[src/rtl/outsel_mux.sv]
module outsel_mux #(
  parameter int W = 6,
  parameter int COMMIT_CYCLES = 500000
) (
  input  logic         clk,
  input  logic         rst_n,
  input  logic [1:0]   mode,
  input  logic         wr_a,
  input  logic         wr_b,
  input  logic [W-1:0] reg_a,
  input  logic [W-1:0] reg_b,
  input  logic         stop_evt,
  input  logic [W-1:0] port_i,
  input  logic         mux_sel,
  input  logic         override_n,
  output logic [W-1:0] y
);
  localparam int CW = $clog2(COMMIT_CYCLES + 1);
  localparam logic [CW-1:0] CLOAD = CW'(COMMIT_CYCLES);

  typedef enum logic [1:0] {SRC_I = 2'd0, SRC_A = 2'd1, SRC_B = 2'd2} src_t;

  src_t src;
  logic [1:0]   wr;
  logic [W-1:0] din  [2];
  logic [W-1:0] nv   [2];
  logic [W-1:0] pend [2];
  logic [CW-1:0] cnt [2];

  assign wr     = {wr_b, wr_a};
  assign din[0] = reg_a;
  assign din[1] = reg_b;

  always_ff @(posedge clk or negedge rst_n) begin
    if (!rst_n) src <= SRC_I;
    else if (mode == 2'b10) src <= SRC_I;
    else if (stop_evt && mode == 2'b00) src <= SRC_A;
    else if (stop_evt && mode == 2'b01) src <= SRC_B;
  end

  for (genvar g = 0; g < 2; g++) begin : g_commit
    always_ff @(posedge clk or negedge rst_n) begin
      if (!rst_n) begin
        cnt[g]  <= '0;
        pend[g] <= '0;
        nv[g]   <= '0;
      end else if (wr[g]) begin
        cnt[g]  <= CLOAD;
        pend[g] <= din[g];
      end else if (cnt[g] != '0) begin
        cnt[g] <= cnt[g] - 1'b1;
        if (cnt[g] == CW'(1)) nv[g] <= pend[g];
      end
    end

    assert_load_R8: assert property (@(posedge clk) disable iff (!rst_n)
      wr[g] |=> cnt[g] == CLOAD);
    assert_no_early_R8: assert property (@(posedge clk) disable iff (!rst_n)
      (!wr[g] && cnt[g] != CW'(1)) |=> $stable(nv[g]));
    assert_restart_R9: assert property (@(posedge clk) disable iff (!rst_n)
      (wr[g] && cnt[g] != '0) |=> $stable(nv[g]));
  end

  wire live = !override_n || mux_sel || mode == 2'b10 || src == SRC_I;
  assign y = live ? port_i : (src == SRC_A ? nv[0] : nv[1]);

  assert_override_R2: assert property (@(posedge clk) disable iff (!rst_n)
    !override_n |-> y == port_i);
  assert_muxsel_R3: assert property (@(posedge clk) disable iff (!rst_n)
    (override_n && mux_sel) |-> y == port_i);
  assert_live_mode_R4: assert property (@(posedge clk) disable iff (!rst_n)
    mode == 2'b10 |=> src == SRC_I);
  assert_wait_stop_R5: assert property (@(posedge clk) disable iff (!rst_n)
    (mode[1] == 1'b0 && !stop_evt) |=> $stable(src));
  assert_stop_b_R6: assert property (@(posedge clk) disable iff (!rst_n)
    (mode == 2'b01 && stop_evt) |=> src == SRC_B);
  assert_hold_R7: assert property (@(posedge clk) disable iff (!rst_n)
    mode == 2'b11 |=> $stable(src));
endmodule

[config.mk]
export PLATFORM = sky130hd
export DESIGN_NAME = outsel_mux
export DESIGN_NICKNAME = d
export VERILOG_FILES = /design/src/rtl/outsel_mux.sv
export SDC_FILE = /design/constraint.sdc
export NUM_CORES = 1
export LEC_CHECK = 0
export BUFFER_PORTS_ARGS = -buffer_cell sky130_fd_sc_hd__buf_2
export CAP_MARGIN = 20
export CORE_ASPECT_RATIO = 1.1
export CORE_MARGIN = 2
export CORE_UTILIZATION = 50
export DETAILED_ROUTE_END_ITERATION = 8
export GPL_TIMING_DRIVEN = 0
export PLACE_DENSITY_LB_ADDON = 0.12
export SYNTH_ARGS = -nofsm -noshare
export SYNTH_HDL_FRONTEND = slang
export SYNTH_SLANG_ARGS = --single-unit
[constraint.sdc]
create_clock -name clk -period 2.6 [get_ports clk]
set_input_delay 0.26 -clock clk [delete_from_list [all_inputs] [get_ports clk]]
set_output_delay 0.26 -clock clk [all_outputs]
set_load 0.005 [all_outputs]
; ---- Yosys cells after proc, flatten, opt, wreduce, memory -nomap -nowiden
; Cells that the tools add are included.
[op_classes]
n_addsub = 2
n_mul = 0
div = 0
order_cmp = 0
eq_ne = 5
shifts = 0
n_mux = 9
bitwise_logic = 2
reduce_logical = 15
[ops]
columns = op, count
row1 = $mux 19, 4
row2 = $eq 19x1->1 const B, 2
row3 = $reduce_bool 19->1, 2
row4 = $sub 19x1->19 const B, 2
row5 = $mux 6, 2
row6 = $mux 2, 3
row7 = $reduce_and 3->1, 2
row8 = $eq 2x1->1 const B, 2
row9 = $logic_not 2->1, 2
row10 = $reduce_bool 2->1, 2
row11 = $logic_or 1x1->1, 3
row12 = $reduce_bool 3->1, 1
row13 = $eq 2x2->1 const B, 1
row14 = $logic_and 1x1->1, 2
row15 = $not 1->1, 2
row16 = $logic_not 1->1, 1
[word_totals]
reg_bits = 64
latch_bits = 0
ram_bits = 0
rom_bits = 0
input_bits = 27
out_inout_bits = 6
elab_cells = 40
n_memories = 0

; ---- Logic depth before layout (Yosys ltp)
[depth]
word_depth = 5
ltp_mapped = 7
ltp_nobuf = 7

; ---- Worst setup path before layout
; No wires, ideal clock.
[synth_timing]
kind = register to register
startpoint = register cnt[19] (netlist bit)
endpoint = register cnt[34] (netlist bit)
setup_ps = 131
t_arrival_ps = 2006
t_required_ps = 2469
slack_ps = 463
path_stages_with_launch = 8
n_path_buf = 1
synth_period_minus_slack_ps = 2137
cell_sequence = dfrtp_1 inv_1 ha_1 and3_1 clkbuf_1 a2111o_2 o31a_1 or3_1
[synth_via]
elab_chain_len = 3
elab_cells_between_ends = 5
cone_classes = add/sub: 1 / mux: 2 / reduce/logical: 2
[synth_rtl]
columns = item, line
row1 = "start, declared", 28  ; logic [CW-1:0] cnt [2];
row2 = "start signal, assigned by index", 51  ; cnt[g] <= cnt[g] - 1'b1;
row3 = $sub 19x1->19, 51
row4 = $mux 19, 50  ; end else if (cnt[g] != '0) begin
row5 = $mux 19, 47  ; end else if (wr[g]) begin
; Several ways; a longest one is shown, not always the timed one. The select of a mux whose other input is x is not followed.
; A chain may end at the register's enable or synchronous reset.

; ---- Worst setup path in the final report
[layout_timing]
startpoint = register src[1]
endpoint = output y[1]
[layout_via]
elab_chain_len = 3
elab_cells_between_ends = 5
cone_classes = eq/ne: 1 / mux: 2 / reduce/logical: 2
[layout_rtl]
columns = item, line
row1 = "start, declared", 23  ; src_t src;
row2 = "start signal, assigned", 35  ; if (!rst_n) src <= SRC_I;
row3 = "start signal, assigned", 36  ; else if (mode == 2'b10) src <= SRC_I;
row4 = "start signal, assigned", 37  ; else if (stop_evt && mode == 2'b00) src <= SRC_A;
row5 = $eq 2x1->1 or $logic_not 2->1 (tied branches), "65, 64"
row6 = $mux 6 or $logic_or 1x1->1 (tied branches), "65, 64"
row7 = $mux 6 *, 65  ; assign y = live ? port_i : (src == SRC_A ? nv[0] : nv[1]);
row8 = "end, declared", 16  ; output logic [W-1:0] y
; Every way passes the cells marked *; elsewhere a longest branch is shown, timed or not.

==> results.cfg <==
[floorplan]
core_area_um2 = 6190
rows = 30
start_util = 0.517
die_w_um = 80.3
ios = 33
dieArea_um2 = 7060
die_h_um = 87.9

[global_routing]
antenna_found_initial = 0
grt_use_total = 0.193
grt_max_degree = 65
grt_pass1_wl_um = 10500
grt_pass1_vias = 2302
grt_overflow_total = 0

[placement]
portBuffers = 30
gp_congestion = 0.831
place_area_um2 = 3450
dp_slack_ns = 0.217
hpwl_um = 4030
placed_cells = 407

[critical_path]
end_kind = output pin
crit_path_max_fanout = 10
r2r-start = cnt[19]
startpoint = src[1]
crit_path_start_kind = flip-flop
cp_data_required_time_ns = 2.34
worstSetupPathType = reg -> out
worstPathArrival_ns = 2.10

[clock_tree]
clockBufferDepth = 2
cts_tree = built
cts-root-buf = clkbuf_8
cts_sinks = 64
clk_latency_ns = 0.33
postCtsSetupBuffers = 0
h-tree-depth = 3
clk_pin_slew_ns = 0.07
cts_buffers = 9

[final_layout]
num_antenna_cells = 0
final_layout_size_suffix_gt1_frac = 0.249
multi_input_area_um2 = 1530
final_area_um2 = 3650
area_growth_syn_to_layout_pct = 14.2
fill_cells = 527
fin_cells = 421
final_nets = 369
seq_area_um2 = 1600

[timing]
period_share = 0.908
hold_viol_final = 0
worst_slew_pin_slew_ns = 0.785
finalClockSkew_ns = 0.00599
drv_slew = 0
relSlewSlack = 0.477
fin_ws_ns = 0.239
fin_setup_tns_ns = 0
finalCriticalPeriod_ns = 2.36
max_freq_ghz = 0.424
grt_setup_unrepaired = false
setup_viol = 0

[synth]
yosysUniqueCellTypes = 46
ys_seq_area_frac = 0.501
synthCells = 297
ys_ff_latch = 64
ys_warn_count = 0
synth.net_count = 328
synthesis.area_um2 = 3200
synth_area_per_cell_um2 = 10.8

[power]
p_per_area_nw_per_um2 = 612
p_sw_uw = 565
swShare = 0.253
combPwrFrac = 0.130
ir_drop_mv = 0.373
total_power_mw = 2.24
seqPwrFrac = 0.499
clockPowerShare = 0.371
p_leak_nw = 1.50
p_int_mw = 1.67

[job]
maxCapViolCount = 0

[detailed_routing]
vias = 2257
dr.pass1.iters = 4
drt-wirelength-per-cell_um = 13.9
first_iter_violations = 59
viasPerCell = 5.36
route.detailed.drc = 0
wirelength_um = 5840
ant_nets = 0

[outcome]
status = finished, final reports clean

[min_path]
hold_class = in -> async
## registers in the layout, summed over array words and instances, names as in the netlist
signal / count
nv: 12
cnt: 38
pend: 12
src: 2
## metal layers
metal,vias to the layer above,routed length (µm),GRT usage
li1,1143,-,-
met1,1080,2740,0.249
met2,30,2860,0.314
met3,4,181,0.0629
met4,0,55,0.0555
met5,-,0,0
## synthesized netlist by cell type (all sizes together)
cell type	n	area share
a2111o	1	0.0039
o211ai	1	0.0023
or3	2	0.0039
nand2	8	0.0094
nor2	40	0.049
dfrtp	64	0.50
buf	2	0.0047
or2	1	0.0027
clkbuf	10	0.012
mux2	25	0.089
and3	2	0.0039
nor3	14	0.025
nand2b	11	0.022
and4bb	1	0.0051
o21ai	10	0.016
nor4b	2	0.0055
xnor2	9	0.025
xor2	12	0.033
ha	4	0.016
a2111oi	3	0.0082
o31ai	2	0.0047
inv	7	0.0082
mux2i	8	0.025
nand3	9	0.014
nand4	2	0.0039
or3b	3	0.0082
a211o	2	0.0055
a21oi	16	0.025
o41ai	1	0.0027
nand3b	3	0.0082
o22ai	1	0.0020
nor2b	2	0.0039
or4	5	0.015
a211oi	2	0.0063
o31a	1	0.0027
nor4	7	0.018
nand4b	3	0.0082
and3b	1	0.0027
## timing repair
item | in CTS | in global routing
hold endpoints to repair | 0 | 0
hold buffers | 0 | 0
resized for setup | 0 | 2
setup endpoints to repair | 0 | 6
## cells by family (layout without fill, tap and decap cells)
group,count (synthesis),count (layout),synth area share
AO/OA/AOI/OAI,40,40,0.0790
XOR/XNOR,21,21,0.0575
adder cells (fa/ha/maj),4,4,0.0156
buffers and inverters,19,63,0.0246
flip-flops,64,64,0.501
multiplexers,33,33,0.114
AND/OR/NAND/NOR,116,116,0.208
## cell usage in the layout, fill, tap and decap left out, drive strengths merged, types with 7 or more instances in the layout
cell type / netlist / routed
buf: 2 / 32
xnor2: 9 / 9
mux2: 25 / 25
nand2b: 11 / 11
xor2: 12 / 12
clkbuf: 10 / 21
nor3: 14 / 14
a21oi: 16 / 16
nor2: 40 / 40
dfrtp: 64 / 64
o21ai: 10 / 10
nand2: 8 / 8
mux2i: 8 / 8
nor4: 7 / 7
nand3: 9 / 9
inv: 7 / 7
## worst max-delay path, cell delays in order (launching register included)
cell and delay (ns):
dfrtp_1 0.38, nor2_1 0.06, a2111oi_1 0.65, clkbuf_1 0.36, nor2_1 0.08, a21oi_1 0.12, buf_2 0.13
## worst paths after layout
| kind | to | slack, ns | cells after the start |
|---|---|---|---|
| max reg2reg | cnt[34] | 0.27 | 7 |
| max | y[1] | 0.24 | 6 |
| max in group asynchronous | cnt[17] | 2.07 | 1 |
| min reg2reg | cnt[37] | 0.50 | 2 |
| min | pend[11] | 0.006 | 1 |
| min in group clk | src[0] | 0.14 | 2 |
## per-stage QoR
step                       util  hold WS, ns
final                     0.590      0.00580
after global routing      0.590       0.0613
after CTS                 0.589       0.0346
after detailed placement  0.557        0.404
after global placement    0.557        0.481
after floorplan               -      -0.0356
## final cells by class
cell class,count,share of cell area
timing repair buffer,30,0.0418
multi-input combinational,214,0.418
sequential,64,0.438
tap,80,0.0274
buffer,12,0.0144
inverter,7,0.00719
clock inverter,3,0.0116
clock buffer,11,0.0414
## power by group through the flow
stage               combinational, mW  sequential [mW]  clock (mW)
floorplan                       0.209             1.12           0
global placement                0.287             1.13           0
detailed placement              0.292             1.13           0
CTS                             0.293             1.11       0.861
global route                    0.337             1.12       0.913
finish                          0.291             1.12       0.829
Power figures use the tool's default switching activity.
